[src/rtl/rstsup_pkg.sv]
`timescale 1ns/1ps
package rstsup_pkg;

  typedef enum logic {
    MR_IDLE = 1'b0,
    MR_HELD = 1'b1
  } mr_state_e;

  // Counter width able to hold 0 .. n-1
  function automatic int unsigned width_for(int unsigned n);
    return (n < 2) ? 1 : $clog2(n);
  endfunction

  // True when a run counter sits on its final value for a limit of `limit`
  function automatic logic last_tick(int unsigned count, int unsigned limit);
    return count == limit - 1;
  endfunction

endpackage

[src/rtl/rstsup_sync.sv]
`timescale 1ns/1ps
module rstsup_sync #(
  parameter int unsigned STAGES  = 2,
  parameter logic        RST_VAL = 1'b1
) (
  input  logic clk,
  input  logic rst_n,
  input  logic d,
  output logic q
);

  for (genvar i = 0; i < STAGES; i++) begin : g_stage
    logic q_r;
    if (i == 0) begin : g_in
      always_ff @(posedge clk or negedge rst_n) begin
        if (!rst_n) q_r <= RST_VAL;
        else        q_r <= d;
      end
    end else begin : g_chain
      always_ff @(posedge clk or negedge rst_n) begin
        if (!rst_n) q_r <= RST_VAL;
        else        q_r <= g_stage[i-1].q_r;
      end
    end
  end

  assign q = g_stage[STAGES-1].q_r;

endmodule

[src/rtl/rstsup_filter.sv]
`timescale 1ns/1ps
module rstsup_filter
  import rstsup_pkg::*;
#(
  parameter int unsigned FILT_CYC = 16
) (
  input  logic clk,
  input  logic rst_n,
  input  logic level_n,   // synchronised manual input, active low
  output logic pressed
);

  localparam int unsigned FW = width_for(FILT_CYC);

  mr_state_e     state;
  logic [FW-1:0] run_cnt;
  logic          differs;   // input level disagrees with accepted state
  logic          accept;    // run complete, flip accepted state

  assign differs = (state == MR_IDLE) ? ~level_n : level_n;
  assign accept  = differs && last_tick(32'(run_cnt), FILT_CYC);

  always_ff @(posedge clk or negedge rst_n) begin
    if (!rst_n) begin
      state   <= MR_IDLE;
      run_cnt <= '0;
    end else if (!differs) begin
      run_cnt <= '0;
    end else if (accept) begin
      state   <= (state == MR_IDLE) ? MR_HELD : MR_IDLE;
      run_cnt <= '0;
    end else begin
      run_cnt <= run_cnt + FW'(1);
    end
  end

  assign pressed = (state == MR_HELD);

  // a press is taken only at the end of a full low run
  p_press_after_run_r6: assert property (@(posedge clk) disable iff (!rst_n)
    $rose(pressed) |-> ($past(differs) && $past(run_cnt) == FW'(FILT_CYC - 1)));

  // a release is taken only at the end of a full high run
  p_release_after_run_r8: assert property (@(posedge clk) disable iff (!rst_n)
    $fell(pressed) |-> ($past(differs) && $past(run_cnt) == FW'(FILT_CYC - 1)));

  // a partial run never changes the accepted state
  p_short_run_ignored_r7: assert property (@(posedge clk) disable iff (!rst_n)
    (run_cnt != FW'(FILT_CYC - 1)) |=> $stable(pressed));

  // the run counter stays below the filter length
  p_run_bounded_r7: assert property (@(posedge clk) disable iff (!rst_n)
    32'(run_cnt) < FILT_CYC);

endmodule

[src/rtl/rstsup_stretch.sv]
`timescale 1ns/1ps
module rstsup_stretch
  import rstsup_pkg::*;
#(
  parameter int unsigned STRETCH_CYC = 40_000_000
) (
  input  logic clk,
  input  logic rst_n,
  input  logic src_act,   // any reset source active this cycle
  output logic hold_d     // next value of the reset state
);

  localparam int unsigned CW = width_for(STRETCH_CYC);

  logic [CW-1:0] cnt;
  logic          hold;
  logic          expire;   // final stretch cycle reached with no source

  assign expire = hold && !src_act && last_tick(32'(cnt), STRETCH_CYC);
  assign hold_d = src_act || (hold && !expire);

  always_ff @(posedge clk or negedge rst_n) begin
    if (!rst_n) begin
      hold <= 1'b1;
      cnt  <= '0;
    end else begin
      hold <= hold_d;
      if (src_act || expire || !hold) cnt <= '0;
      else                            cnt <= cnt + CW'(1);
    end
  end

  // an active source holds reset on the next edge
  p_src_holds_r3: assert property (@(posedge clk) disable iff (!rst_n)
    src_act |=> hold);

  // a source restarts the stretch count
  p_restart_r5: assert property (@(posedge clk) disable iff (!rst_n)
    src_act |=> (cnt == '0));

  // reset falls only from the final count with no source present
  p_release_exact_r4: assert property (@(posedge clk) disable iff (!rst_n)
    $fell(hold) |-> ($past(cnt) == CW'(STRETCH_CYC - 1) && !$past(src_act)));

  // the count never passes its limit
  p_cnt_bounded_r4: assert property (@(posedge clk) disable iff (!rst_n)
    32'(cnt) < STRETCH_CYC);

endmodule

[src/rtl/rst_supervisor.sv]
`timescale 1ns/1ps
module rst_supervisor #(
  parameter int unsigned STRETCH_CYC = 40_000_000,  // reset stretch in clock cycles
  parameter int unsigned FILT_CYC    = 16,          // manual input stable run
  parameter int unsigned SYNC_STAGES = 2            // synchroniser depth
) (
  input  logic clk,
  input  logic por_n,
  input  logic supply_low,
  input  logic mr_n,
  output logic rst_out_n,
  output logic rst_out
);

  logic mr_sync_n;
  logic mr_pressed;
  logic src_act;
  logic hold_d;
  logic rst_n_q;
  logic rst_q;

  rstsup_sync #(
    .STAGES  (SYNC_STAGES),
    .RST_VAL (1'b1)
  ) i_sync (
    .clk   (clk),
    .rst_n (por_n),
    .d     (mr_n),
    .q     (mr_sync_n)
  );

  rstsup_filter #(
    .FILT_CYC (FILT_CYC)
  ) i_filter (
    .clk     (clk),
    .rst_n   (por_n),
    .level_n (mr_sync_n),
    .pressed (mr_pressed)
  );

  assign src_act = supply_low || mr_pressed;

  rstsup_stretch #(
    .STRETCH_CYC (STRETCH_CYC)
  ) i_stretch (
    .clk     (clk),
    .rst_n   (por_n),
    .src_act (src_act),
    .hold_d  (hold_d)
  );

  // Two output flops loaded from one next-state value
  always_ff @(posedge clk or negedge por_n) begin
    if (!por_n) begin
      rst_n_q <= 1'b0;
      rst_q   <= 1'b1;
    end else begin
      rst_n_q <= ~hold_d;
      rst_q   <= hold_d;
    end
  end

  assign rst_out_n = rst_n_q;
  assign rst_out   = rst_q;

  // the two outputs never disagree
  p_outputs_agree_r2: assert property (@(posedge clk) disable iff (!por_n)
    rst_out == !rst_out_n);

  // supply low forces reset at the next edge
  p_supply_asserts_r3: assert property (@(posedge clk) disable iff (!por_n)
    supply_low |=> !rst_out_n);

  // an accepted press keeps reset on regardless of the supply flag
  p_press_asserts_r9: assert property (@(posedge clk) disable iff (!por_n)
    mr_pressed |=> rst_out);

endmodule

[config.mk]
export PLATFORM = sky130hd
export DESIGN_NAME = rst_supervisor
export DESIGN_NICKNAME = d
export VERILOG_FILES = /design/src/rtl/rstsup_pkg.sv /design/src/rtl/rstsup_sync.sv /design/src/rtl/rstsup_filter.sv /design/src/rtl/rstsup_stretch.sv /design/src/rtl/rst_supervisor.sv
export SDC_FILE = /design/constraint.sdc
export NUM_CORES = 1
export LEC_CHECK = 0
export BUFFER_PORTS_ARGS = -buffer_cell sky130_fd_sc_hd__buf_2
export CORE_MARGIN = 3
export CORE_UTILIZATION = 45
export CTS_CLUSTER_DIAMETER = 150
export CTS_CLUSTER_SIZE = 20
export DETAILED_ROUTE_END_ITERATION = 8
export PLACE_DENSITY = 0.7
export SETUP_SLACK_MARGIN = 0.1
export SLEW_MARGIN = 20
export SYNTH_ARGS = -nofsm -noshare
export SYNTH_HDL_FRONTEND = slang
export SYNTH_SLANG_ARGS = --single-unit
[constraint.sdc]
create_clock -name clk -period 2.2 [get_ports clk]
set_clock_uncertainty 0.2 [all_clocks]
set_input_delay 0.22 -clock clk [delete_from_list [all_inputs] [get_ports clk]]
set_output_delay 0.22 -clock clk [all_outputs]
set_load 0.02 [all_outputs]
Word-level counts from Yosys, hierarchy flattened
Cells that the tools add are included.

Flip-flop bits (word level): 35. Output and inout bits: 2.

Add/subtract/negate cells: 2. Equal/unequal tests: 2. Mux-type cells: 5. Bitwise logic cells: 2. Reduce and logical (&&, ||, !) cells: 12.

Operators with widths (number): $add A26 B1 Y26 const B (1); $eq A26 B26 Y1 const B (1); $mux W26 (1); $mux W4 (2); $add A4 B1 Y4 const B (1); $eq A4 B4 Y1 const B (1); $logic_and A1 B1 Y1 (4); $logic_or A1 B1 Y1 (4); $logic_not A1 Y1 (3); $mux W1 (2); $not A1 Y1 (2); $reduce_and A2 Y1 (1).

Logic depth before layout (Yosys ltp)
Depth in word-level cells: 8. Gate-level depth with buffers: 6. Gate-level depth less buffers: 5.

Cells and area by module
From an unflattened synthesis, not the netlist that was laid out.

Cell total of the unflattened synthesis: 179. Area, all modules: 1840.5 um^2.

By module, submodules not included: rstsup_stretch (instances 1, cells each 155, area an instance 1514.0 um^2); rstsup_filter (instances 1, cells each 18, area an instance 212.7 um^2); rst_supervisor (instances 1, cells each 4, area an instance 61.3 um^2); rstsup_sync (instances 1, cells each 2, area an instance 52.6 um^2).

Least setup slack after synthesis
OpenSTA, ideal clock, no wires.

Kind: register -> register. Start: register i_stretch.cnt[0]. End: register i_stretch.cnt[22]. Library setup time: 0.073 ns. Data arrival time: 2.024 ns. Data required time: 1.927 ns. Path slack: -0.097 ns. Cell stages (with the launch flop): 7. Clock period less this slack: 2.297 ns. Cells stage by stage: dfrtp_1 > ha_1 > nand4_2 > or4_4 > buf_6 > or4_4 > a21oi_2.

Cells in the longest elaborated chain, start to end: 5. Elaborated cells between the ends (all ways): 6.

Ends and longest elaborated chain: start, declared (line rstsup_stretch.sv:15) `logic [CW-1:0] cnt;`; start signal, assigned (line rstsup_stretch.sv:29) `else cnt <= cnt + CW'(1);`; branches (longest 4 deep; another with $add A26 B1 Y26); $mux W26 (*) (line rstsup_stretch.sv:28) `if (src_act || expire || !hold) cnt <= '0;`.

Mark *: on every way between the ends. A chain may end at the register's enable or synchronous reset.

Final worst setup path
Start: register i_stretch.cnt[9]. End: register i_stretch.cnt[24].

Same word-level chain as after synthesis.

==> metrics.txt <==
status=finished, final reports clean; post-route cell area=0.00236 mm2; post-route ant nets=0; area leader, netlist=dfrtp_1; Seq/Total Area, Yosys=51.4%; worst-skew pair later-pin latency=300 ps; Pwr Density=543 mW/mm2; Worst Hold Path Cells=0; WL/cell=18.2 um; Mean Syn Cell Area=10.1 um2; hold_sp=i_sync.g_stage[0].q_r; DP Wirelength=2.53 mm; Placement Rows=21; synth top area cells=dfrtp_1 (47%), xnor2_1 (5.1%), dfstp_2 (4.6%); Primary FF master, synth=dfrtp_1; Rel. slew slack=48.7%; layout cells sized above 1=38.9%; R2R setup slack=50 ps; CTS Root Cell=clkbuf_8; Critical Path RT=2180 ps; Worst path slowest cell=or4_4; gr ovfl total=0; Routed WL=4.67 mm; Synthesized Nets=175; Worst path max stage delay=580 ps; fillers=242; HP Class=reg -> reg; Die Span Y=67.7 um; worst vdd ir=0.408 mV; Worst-path clk slew=70 ps; Fin. Hold Viols=0; Worst R2R Start=i_stretch.cnt[9]; RSZ-0062 raised after global routing=true; Post-Syn Area=0.00171 mm2; ordered list of cells on the worst path=nand4_1 > buf_4 > or4_4 > o31ai_1 > a21oi_2; Syn Inst Count=169; R2R depth=5; Crit. End Element=flop; asr flop ratio synth=100%; count leader, synth=dfrtp_1; P_leak=0.928 nW; GRT Resource Usage Total=21.1%; full die area=0.00458 mm2; Final Power=1.28 mW; CTS tree=yes; Area after DPL=0.00189 mm2; clk sinks=35; DR pass1 iterations=4; port bufs=5; Post-synth top cells=dfrtp_1 (32), nor2_1 (19), a21oi_1 (12), nand2_1 (11), nand3_1 (11); vias per cell=5.87; Worst-Margin Slew=770 ps; Synth top area share=46.8%; routability cong.=0.839; flops & latches, synth=35; Initial Util=49.0%; H-tree levels=2; global-route wire length before repair=6.98 mm; # IOs=6; Final min period=2150 ps; worst-case clock buffer depth=2; final slew viol count=0; final period utilization=97.9%; Post-synth EDFFs=0; initial antenna violation count=0; Core Area=0.00349 mm2; Synthesis Warnings=0; Syn-to-layout area delta=37.9%; largest net degree at the start of global routing=36; Reg-to-Reg End=i_stretch.cnt[24]; residual DRC count=0; vias=1508; vias in the first global route=1502; final std cells w/o fill=257; Die Width=67.7 um; Startpoint Class=flop; fmax=464 MHz; final setup fails=0; antenna fix cells=0; Synth cell types=35; placed cells=228; Worst Hold Path EP=i_sync.q; MaxCap Viol Count=0; Nets=216; Crit Path Class=reg -> reg; Hold Slack=162 ps; initial drt markers=103; Inserted Clock Buffers=5; WP data arrival=2130 ps; critical path peak fanout=5
==> logic make-up after synthesis <==
group | count (synthesis) | share of synthesized area, %
adders and majority gates | 2 | 1.46
DFF | 35 | 51.4
AOI/OAI and AO/OA | 29 | 9.87
buffers and inverters | 11 | 3.80
xor gates and xnor gates | 15 | 7.68
and+or+nand+nor | 77 | 25.8
==> layout by cell type, fill, tap and decap left out, types with 2 or more instances in the layout <==
master and n:
dfrtp_1 32, buf_4 26, nand2_1 11, nor2_4 11
nand3_1 10, xnor2_1 10, a21oi_2 8, o21ai_0 8
clkbuf_8 7, inv_1 6, or4_4 6, nor2_1 6
nand4_1 5, or3_1 5, a21oi_1 5, xor2_1 5
buf_2 5, o31ai_1 4, nor3_1 4, nor4_1 3
dlygate4sd3_1 3, dfstp_2 3, nand4_4 2, or4_1 2
nor2_2 2, clkbuf_16 2, buf_12 2
==> through the flow <==
step / worst slack, ps / util (%) / setup TNS, ps
finish: 47.1 / 67.6 / 0
global route: -49.7 / 67.6 / -101
CTS: 71.5 / 60.6 / 0
detailed placement: 0.0659 / 54.2 / 0
global placement: 62.2 / 54.2 / 0
floorplan: -30.3 / - / -34.1
==> area by class of cell <==
type / instances / area (um2) / share of cell area, %
inverter: 6 / 22.5 / 0.954
multi-input combinational: 124 / 961 / 40.7
clock buffer: 8 / 100 / 4.24
sequential: 35 / 880 / 37.3
tap: 46 / 57.6 / 2.44
timing repair buffer: 38 / 340 / 14.4
==> state kept, by name, indices dropped and copies added, names as in the netlist <==
signal,flops
i_stretch.cnt,26
i_filter.run_cnt,4
i_filter.pressed,1
i_stretch.hold,1
i_sync.g_stage.q_r,1
i_sync.q,1
rst_out_n,1
==> routing by layer <==
layer	track usage [%]	vias to the layer above	part of all wire (%)
li1	-	695	-
met1	26.2	749	40
met2	33.9	51	52
met3	5.82	13	5.1
met4	9.87	0	2.7
met5	0	-	0
==> worst max-delay path, delay by kind of cell, from the launching register on <==
family                 cells  cell delay (ps)
buffers and inverters      1              210
AOI/OAI and AO/OA          2              490
DFF                        1              380
and+or+nand+nor            2              760
==> how the worst max path moves through the flow <==
stage	end	slack (ps)	depth (start not counted)	from
after floorplan	i_stretch.cnt[22]	-30	6	i_stretch.cnt[0]
after global placement	i_stretch.cnt[22]	60	5	i_stretch.cnt[1]
after detailed placement	i_stretch.cnt[22]	0.07	5	i_stretch.cnt[1]
after CTS	i_stretch.cnt[22]	70	5	i_stretch.cnt[9]
after global routing	i_stretch.cnt[17]	-50	6	i_stretch.cnt[0]
final	i_stretch.cnt[24]	50	5	i_stretch.cnt[9]
==> what timing repair did <==
item / CTS / global route
hold endpoints to repair: 34 / 0
hold buffers: 3 / 0
buffers inserted: 8 / 7
pin swaps: 3 / 14
resized for setup: 6 / 37
setup endpoints to repair: 25 / 25
cloned: 1 / 2
==> power by group <==
group / switching (mW) / leakage (nW) / internal [mW]
Combinational: 0.0523 / 0.403 / 0.0446
Clock: 0.232 / 0.0515 / 0.286
Sequential: 0.0114 / 0.474 / 0.656
Power figures use the tool's default switching activity.
